--- src/rtl/zc_pkg.sv ---
package zc_pkg;
  localparam int NUM_CH  = 6;
  localparam int NUM_V   = 3;
  localparam int TOUT_W  = 16;
  localparam int STAT_W  = 32;
  localparam int ZC_BASE = 9;
  localparam int TO_BASE = 3;
  localparam logic [TOUT_W-1:0] TOUT_RST = '1;

  // events raised by the lanes toward the status logic
  typedef struct packed {
    logic [NUM_CH-1:0] zcHit;
    logic [NUM_CH-1:0] toHit;
  } laneEvt_t;

  // commands from the control toward the lanes
  typedef struct packed {
    logic              reloadAll;
    logic [TOUT_W-1:0] reloadVal;
  } ctlCmd_t;
endpackage

--- src/rtl/zc_lane.sv ---
module zc_lane
  import zc_pkg::*;
#(
  parameter int                  SAMPLE_W   = 24,
  parameter bit                  GATED      = 1'b1,
  parameter logic [SAMPLE_W-1:0] GATE_LEVEL = '0
) (
  input  logic                clk,
  input  logic                rstN,
  input  logic [SAMPLE_W-1:0] sample,
  input  logic                valid,
  input  logic                tick,
  input  ctlCmd_t             cmd,
  output logic                zcHit,
  output logic                toHit
);
  logic              havePrev;
  logic              prevSign;
  logic [TOUT_W-1:0] cnt;
  logic              curSign;
  logic              signFlip;
  logic              qualified;

  assign curSign  = sample[SAMPLE_W-1];
  assign signFlip = valid && havePrev && (curSign != prevSign);

  always_ff @(posedge clk) begin
    if (!rstN) begin
      havePrev <= 1'b0;
      prevSign <= 1'b0;
    end else if (valid) begin
      havePrev <= 1'b1;
      prevSign <= curSign;
    end
  end

  generate
    if (GATED) begin : g_gate
      logic [SAMPLE_W-1:0] peak;
      logic [SAMPLE_W-1:0] absVal;
      assign absVal    = curSign ? (~sample + 1'b1) : sample;
      assign qualified = (peak >= GATE_LEVEL);
      always_ff @(posedge clk) begin
        if (!rstN) begin
          peak <= '0;
        end else if (valid) begin
          if (signFlip)            peak <= absVal;
          else if (absVal > peak)  peak <= absVal;
        end
      end
    end else begin : g_nogate
      assign qualified = 1'b1;
    end
  endgenerate

  assign zcHit = signFlip && qualified;
  assign toHit = tick && (cnt == TOUT_W'(1)) && !zcHit && !cmd.reloadAll;

  always_ff @(posedge clk) begin
    if (!rstN) begin
      cnt <= TOUT_RST;
    end else if (cmd.reloadAll || zcHit) begin
      cnt <= cmd.reloadVal;
    end else if (tick && (cnt != '0)) begin
      cnt <= cnt - 1'b1;
    end
  end
endmodule

--- src/rtl/zc_datapath.sv ---
module zc_datapath
  import zc_pkg::*;
#(
  parameter int SAMPLE_W = 24,
  parameter int FS_DIV   = 10
) (
  input  logic                       clk,
  input  logic                       rstN,
  input  logic [NUM_CH*SAMPLE_W-1:0] sampleData,
  input  logic [NUM_CH-1:0]          sampleValid,
  input  logic                       tickEn,
  input  ctlCmd_t                    cmd,
  output laneEvt_t                   evt
);
  localparam logic [SAMPLE_W-1:0] FULL_SCALE = {1'b0, {(SAMPLE_W-1){1'b1}}};
  localparam logic [SAMPLE_W-1:0] GATE_LEVEL = FULL_SCALE / SAMPLE_W'(FS_DIV);

  generate
    for (genvar k = 0; k < NUM_CH; k++) begin : g_lane
      zc_lane #(
        .SAMPLE_W  (SAMPLE_W),
        .GATED     (k < NUM_V),
        .GATE_LEVEL(GATE_LEVEL)
      ) u_lane (
        .clk   (clk),
        .rstN  (rstN),
        .sample(sampleData[k*SAMPLE_W +: SAMPLE_W]),
        .valid (sampleValid[k]),
        .tick  (tickEn),
        .cmd   (cmd),
        .zcHit (evt.zcHit[k]),
        .toHit (evt.toHit[k])
      );
    end
  endgenerate
endmodule

--- src/rtl/zc_control.sv ---
module zc_control
  import zc_pkg::*;
(
  input  logic              clk,
  input  logic              rstN,
  input  logic              toutWrEn,
  input  logic [TOUT_W-1:0] toutWrData,
  input  logic              maskWrEn,
  input  logic [STAT_W-1:0] maskWrData,
  input  logic              clrWrEn,
  input  logic [STAT_W-1:0] clrWrData,
  input  laneEvt_t          evt,
  output ctlCmd_t           cmd,
  output logic [STAT_W-1:0] statusOut,
  output logic [STAT_W-1:0] maskOut,
  output logic              irqN
);
  logic [TOUT_W-1:0] toutReg;
  logic [STAT_W-1:0] statusReg;
  logic [STAT_W-1:0] maskReg;
  logic [STAT_W-1:0] hwSet;
  logic [STAT_W-1:0] clrMask;

  assign cmd.reloadAll = toutWrEn;
  assign cmd.reloadVal = toutWrEn ? toutWrData : toutReg;

  always_comb begin
    hwSet = '0;
    for (int k = 0; k < NUM_CH; k++) begin
      hwSet[ZC_BASE+k] = evt.zcHit[k];
      hwSet[TO_BASE+k] = evt.toHit[k];
    end
  end

  assign clrMask = clrWrEn ? clrWrData : '0;

  always_ff @(posedge clk) begin
    if (!rstN) begin
      toutReg   <= TOUT_RST;
      statusReg <= '0;
      maskReg   <= '0;
    end else begin
      if (toutWrEn) toutReg <= toutWrData;
      if (maskWrEn) maskReg <= maskWrData;
      statusReg <= (statusReg & ~clrMask) | hwSet;
    end
  end

  assign statusOut = statusReg;
  assign maskOut   = maskReg;
  assign irqN      = ~|(statusReg & maskReg);
endmodule

--- src/rtl/zc_watch.sv ---
module zc_watch
  import zc_pkg::*;
#(
  parameter int SAMPLE_W = 24,
  parameter int FS_DIV   = 10
) (
  input  logic                       clk,
  input  logic                       rstN,
  input  logic [6*SAMPLE_W-1:0]      sampleData,
  input  logic [5:0]                 sampleValid,
  input  logic                       tickEn,
  input  logic                       toutWrEn,
  input  logic [15:0]                toutWrData,
  input  logic                       maskWrEn,
  input  logic [31:0]                maskWrData,
  input  logic                       clrWrEn,
  input  logic [31:0]                clrWrData,
  output logic [31:0]                statusOut,
  output logic [31:0]                maskOut,
  output logic                       irqN
);
  laneEvt_t evt;
  ctlCmd_t  cmd;

  zc_datapath #(.SAMPLE_W(SAMPLE_W), .FS_DIV(FS_DIV)) u_dp (
    .clk        (clk),
    .rstN       (rstN),
    .sampleData (sampleData),
    .sampleValid(sampleValid),
    .tickEn     (tickEn),
    .cmd        (cmd),
    .evt        (evt)
  );

  zc_control u_ctl (
    .clk       (clk),
    .rstN      (rstN),
    .toutWrEn  (toutWrEn),
    .toutWrData(toutWrData),
    .maskWrEn  (maskWrEn),
    .maskWrData(maskWrData),
    .clrWrEn   (clrWrEn),
    .clrWrData (clrWrData),
    .evt       (evt),
    .cmd       (cmd),
    .statusOut (statusOut),
    .maskOut   (maskOut),
    .irqN      (irqN)
  );
endmodule

--- config.mk ---
export PLATFORM = sky130hd
export DESIGN_NAME = zc_watch
export DESIGN_NICKNAME = d
export VERILOG_FILES = /design/src/rtl/zc_pkg.sv /design/src/rtl/zc_lane.sv /design/src/rtl/zc_datapath.sv /design/src/rtl/zc_control.sv /design/src/rtl/zc_watch.sv
export SDC_FILE = /design/constraint.sdc
export NUM_CORES = 1
export LEC_CHECK = 0
export BUFFER_PORTS_ARGS = -buffer_cell sky130_fd_sc_hd__buf_2
export CORE_UTILIZATION = 56
export CTS_CLUSTER_DIAMETER = 80
export CTS_CLUSTER_SIZE = 28
export DETAILED_ROUTE_END_ITERATION = 16
export PLACE_DENSITY = 0.81
export SETUP_SLACK_MARGIN = 0.5
export SYNTH_ARGS = -nofsm -noshare
export SYNTH_HDL_FRONTEND = slang
export SYNTH_SLANG_ARGS = --single-unit
--- constraint.sdc ---
create_clock -name clk -period 5.05 [get_ports clk]
set_clock_uncertainty 0.05 [all_clocks]
set_input_delay 0.505 -clock clk [delete_from_list [all_inputs] [get_ports clk]]
set_output_delay 0.505 -clock clk [all_outputs]
set_load 0.02 [all_outputs]
==> impl_metrics.csv <==
group,metric,value,unit
run_status,status,"finished, final reports clean",
worst_setup_path,crit_buf_inv,2,
hold_path,min_to,"u_ctl.statusOut[16]$_SDFF_PN0_",
cts,cts_tree,"yes",
synthesis,yosys-top-cells-area,"dfxtp_1 (35%), ha_1 (7.4%), mux2i_1 (6.6%)",
cts,cts_resized,0,
routing,wl,39800,microns
routing,drt_iter0_drc,1168,
worst_setup_path,reg2reg_to,"u_dp.g_lane[2].u_lane.g_gate.peak[8]$_SDFFE_PN0P_",
job,drv_cap,0,
worst_setup_path,regToRegSetupSlack,2190,ps
cts,postCtsSetupRepairBufs,0,
global_routing,grt_pass1_wl,62500,microns
worst_setup_path,r2r_cells,10,
finish,num-nets-final,2294,
routing,wire_per_inst,17.2,microns
place,port-buffer-count,231,
synthesis,synth_top_area_share,35.4,%
place,gp_congestion,0.911,
worst_setup_path,crit_required,5350,ps
routing,drt_drc_violations_left,0,
worst_setup_path,critPathArrivalTime,4570,ps
synthesis,syn_area,14700,sq um
finish,nFillCells,2167,
timing,fin_crit_sh,84.6,%
finish,synthToLayoutAreaGrowth,12.8,%
timing,setup-violations-final,0,
hold_path,holdPathStages,2,
global_routing,grt_pass1_vias,12815,
floorplan,top_level_ports,301,
timing,tns,0,ps
timing,finalCriticalPeriod,4270,ps
timing,rsz0062_at_grt,"no",
timing,hold_violations,0,
synthesis,synthFlopType,"dfxtp_1",
place,dp_hpwl,29000,microns
finish,multi_input_area,8800,sq um
synthesis,yosysWarnings,0,
cts,h-tree-depth,1,
synthesis,syn_nets,2121,
cts,clock-root-buffer,"clkbuf_16",
cts,clock_latency,500,ps
worst_setup_path,timing.critical_path.mode_cell,"or4_1",
power_and_ir_drop,max-vdd-ir-drop,0.270,mV
synthesis,ys_types,64,
hold_path,hp-class,"in -> reg",
floorplan,start_util,57.8,%
worst_setup_path,worstSetupStartpointType,"input pin",
synthesis,avgSynthCellArea,8.19,sq um
routing,drtPass1Iterations,6,
cts,cts_buffers,15,
finish,drive_above_1_share,14.9,%
global_routing,gr-total-overflow,0,
worst_setup_path,r2r_start,"u_dp.g_lane[2].u_lane.g_gate.peak[18]$_SDFFE_PN0P_",
worst_setup_path,cpPeakStageDelay,610,ps
synthesis,synth_edf_count,0,
timing,maxSlewViolCount,0,
synthesis,syn_inst,1798,
floorplan,core_area,25500,sq um
routing,ant_nets,0,
floorplan,num_rows,58,
synthesis,yosysTopAreaCell,"dfxtp_1",
synthesis,synth-seq-cells,260,
power_and_ir_drop,powerDensity,287,nW/um^2
floorplan,die_area,26900,sq um
worst_setup_path,cp_slowest_cell,"or4_1",
routing,viasPerCell,5.94,
floorplan,die_h,164,microns
cts,cts_buffer_depth,3,
worst_setup_path,path_delay_family,"simple AND/OR/NAND/NOR gates",
timing,fmax,0.234,GHz
cts,clkSlewWorstSetupHoldPaths,100,ps
synthesis,synth_seq_area_share,35.4,%
worst_setup_path,cp_cell_sequence,"buf_2, or4_1, or4_1, o41ai_2, xnor2_1, ha_1, nand4_1, nor4_1, o311ai_0, a31oi_4, buf_4, mux2i_1, nor2_1",
routing,num_vias,13716,
finish,regArea,5200,sq um
timing,worst_pin_slew,1150,ps
timing,slew_headroom,21.3,%
hold_path,holdCritStartpoint,"clrWrData[16]",
global_routing,gr-usage-all-layers,28.8,%
floorplan,die_x,164,microns
global_routing,grt_max_degree,94,
global_routing,antenna_found_initial,3,
worst_setup_path,worst_setup_path_end_kind,"register",
cts,hold_buffers,0,
synthesis,synthArstFlopShare,0,%
finish,final_util,65.2,%
worst_setup_path,path_class,"in -> reg",
power_and_ir_drop,leakagePower,6.71,nW
worst_setup_path,worst-path-max-fanout,15,
cts,clock-sinks,260,
flip-flops by register name (all words and copies together) (netlist names):
| register | cells |
|---|---|
| u_dp.g_lane.u_lane.prevSign | 6 |
| u_ctl.toutReg | 16 |
| u_ctl.maskOut | 32 |
| u_dp.g_lane.u_lane.g_gate.peak | 72 |
| u_ctl.statusOut | 32 |
| u_dp.g_lane.u_lane.cnt | 96 |
| u_dp.g_lane.u_lane.havePrev | 6 |
area by class of cell:
class	instances	area share, %
Antenna cell	3	0.0452
Clock buffer	17	2.43
Clock inverter	6	0.467
Inverter	107	2.43
Multi-Input combinational cell	1338	53.0
Sequential cell	260	31.3
Tap cell	330	2.49
Timing Repair Buffer	249	7.81
cell usage after synthesis, types with 4 or more instances:
library cell	number
a21o_1	7
a21oi_1	74
a221oi_1	7
a22o_1	4
a22oi_1	11
a31oi_1	75
a41oi_1	8
and2_1	4
and3_1	10
buf_1	11
buf_2	6
clkbuf_1	76
dfxtp_1	260
ha_1	87
inv_1	107
mux2i_1	97
nand2_1	209
nand2b_1	12
nand3_1	49
nand3b_1	7
nand4_1	30
nand4b_1	5
nor2_1	196
nor2b_1	8
nor3_1	28
nor4_1	34
o211ai_1	11
o21ai_0	52
o21ai_1	7
o311ai_0	15
o31ai_1	52
o41ai_1	9
or2_2	5
or3_1	20
or4_1	20
xnor2_1	104
xor2_1	37
layout by cell type (no fill, tap or decap), types with 30 or more instances in the layout:
cell / n
mux2i_1: 97
buf_2: 230
nand4_1: 30
xor2_1: 37
o31ai_1: 52
nor2_1: 193
a21oi_1: 74
ha_1: 87
nand2_1: 209
a31oi_1: 74
nand3_1: 49
o21ai_0: 52
xnor2_1: 104
inv_1: 106
dfxtp_1: 260
nor4_1: 34
where the power goes:
part	switching [W]	total [W]	internal, W
clock network	0.000724	0.00137	0.000643
logic	0.000632	0.00107	0.000438
registers	0.000119	0.00233	0.00221
metal layers:
| metal | up-vias | GRT usage [%] | share of wire (%) |
|---|---|---|---|
| met5 | - | 0 | 0 |
| met4 | 0 | 12.2 | 4.0 |
| met3 | 74 | 4.70 | 7.1 |
| met2 | 466 | 50.0 | 47 |
| met1 | 6426 | 35.2 | 42 |
| li1 | 6750 | - | - |
worst max-delay path by stage:
stage	start	cells past startpoint	to	slack (ps)
final	sampleData[4]	13	u_dp.g_lane[0].u_lane.g_gate.peak[0]$_SDFFE_PN0P_	780
after global routing	sampleData[4]	13	u_dp.g_lane[0].u_lane.g_gate.peak[0]$_SDFFE_PN0P_	540
after CTS	sampleData[4]	13	u_dp.g_lane[0].u_lane.g_gate.peak[0]$_SDFFE_PN0P_	810
after detailed placement	sampleData[4]	13	u_dp.g_lane[0].u_lane.g_gate.peak[0]$_SDFFE_PN0P_	290
after global placement	sampleData[6]	13	u_dp.g_lane[0].u_lane.g_gate.peak[0]$_SDFFE_PN0P_	390
after floorplan	sampleData[6]	13	u_dp.g_lane[0].u_lane.g_gate.peak[2]$_SDFFE_PN0P_	840
stage by stage:
step	setup slack, ps	cells	cell area, sq um	total power, W	hold WS [ps]
2_1_floorplan	838	1798	14700	0.00309	377
3_3_place_gp	388	2284	16100	0.00338	384
3_5_place_dp	291	2284	16100	0.00343	390
4_1_cts	806	2307	16600	0.00478	103
5_1_grt	542	2310	16600	0.00502	102
6_report	776	2310	16600	0.00476	116
logic make-up after synthesis:
group / after synthesis / share of synthesized area (%)
multiplexers: 98 / 6.67
buffers and inverters: 200 / 5.15
flip-flops: 260 / 35.4
XOR/XNOR: 141 / 8.39
adder cells (fa/ha/maj): 87 / 7.39
AND/OR/NAND/NOR: 647 / 20.5
AO/OA/AOI/OAI: 365 / 16.5
(Power assumes the default switching activity.)
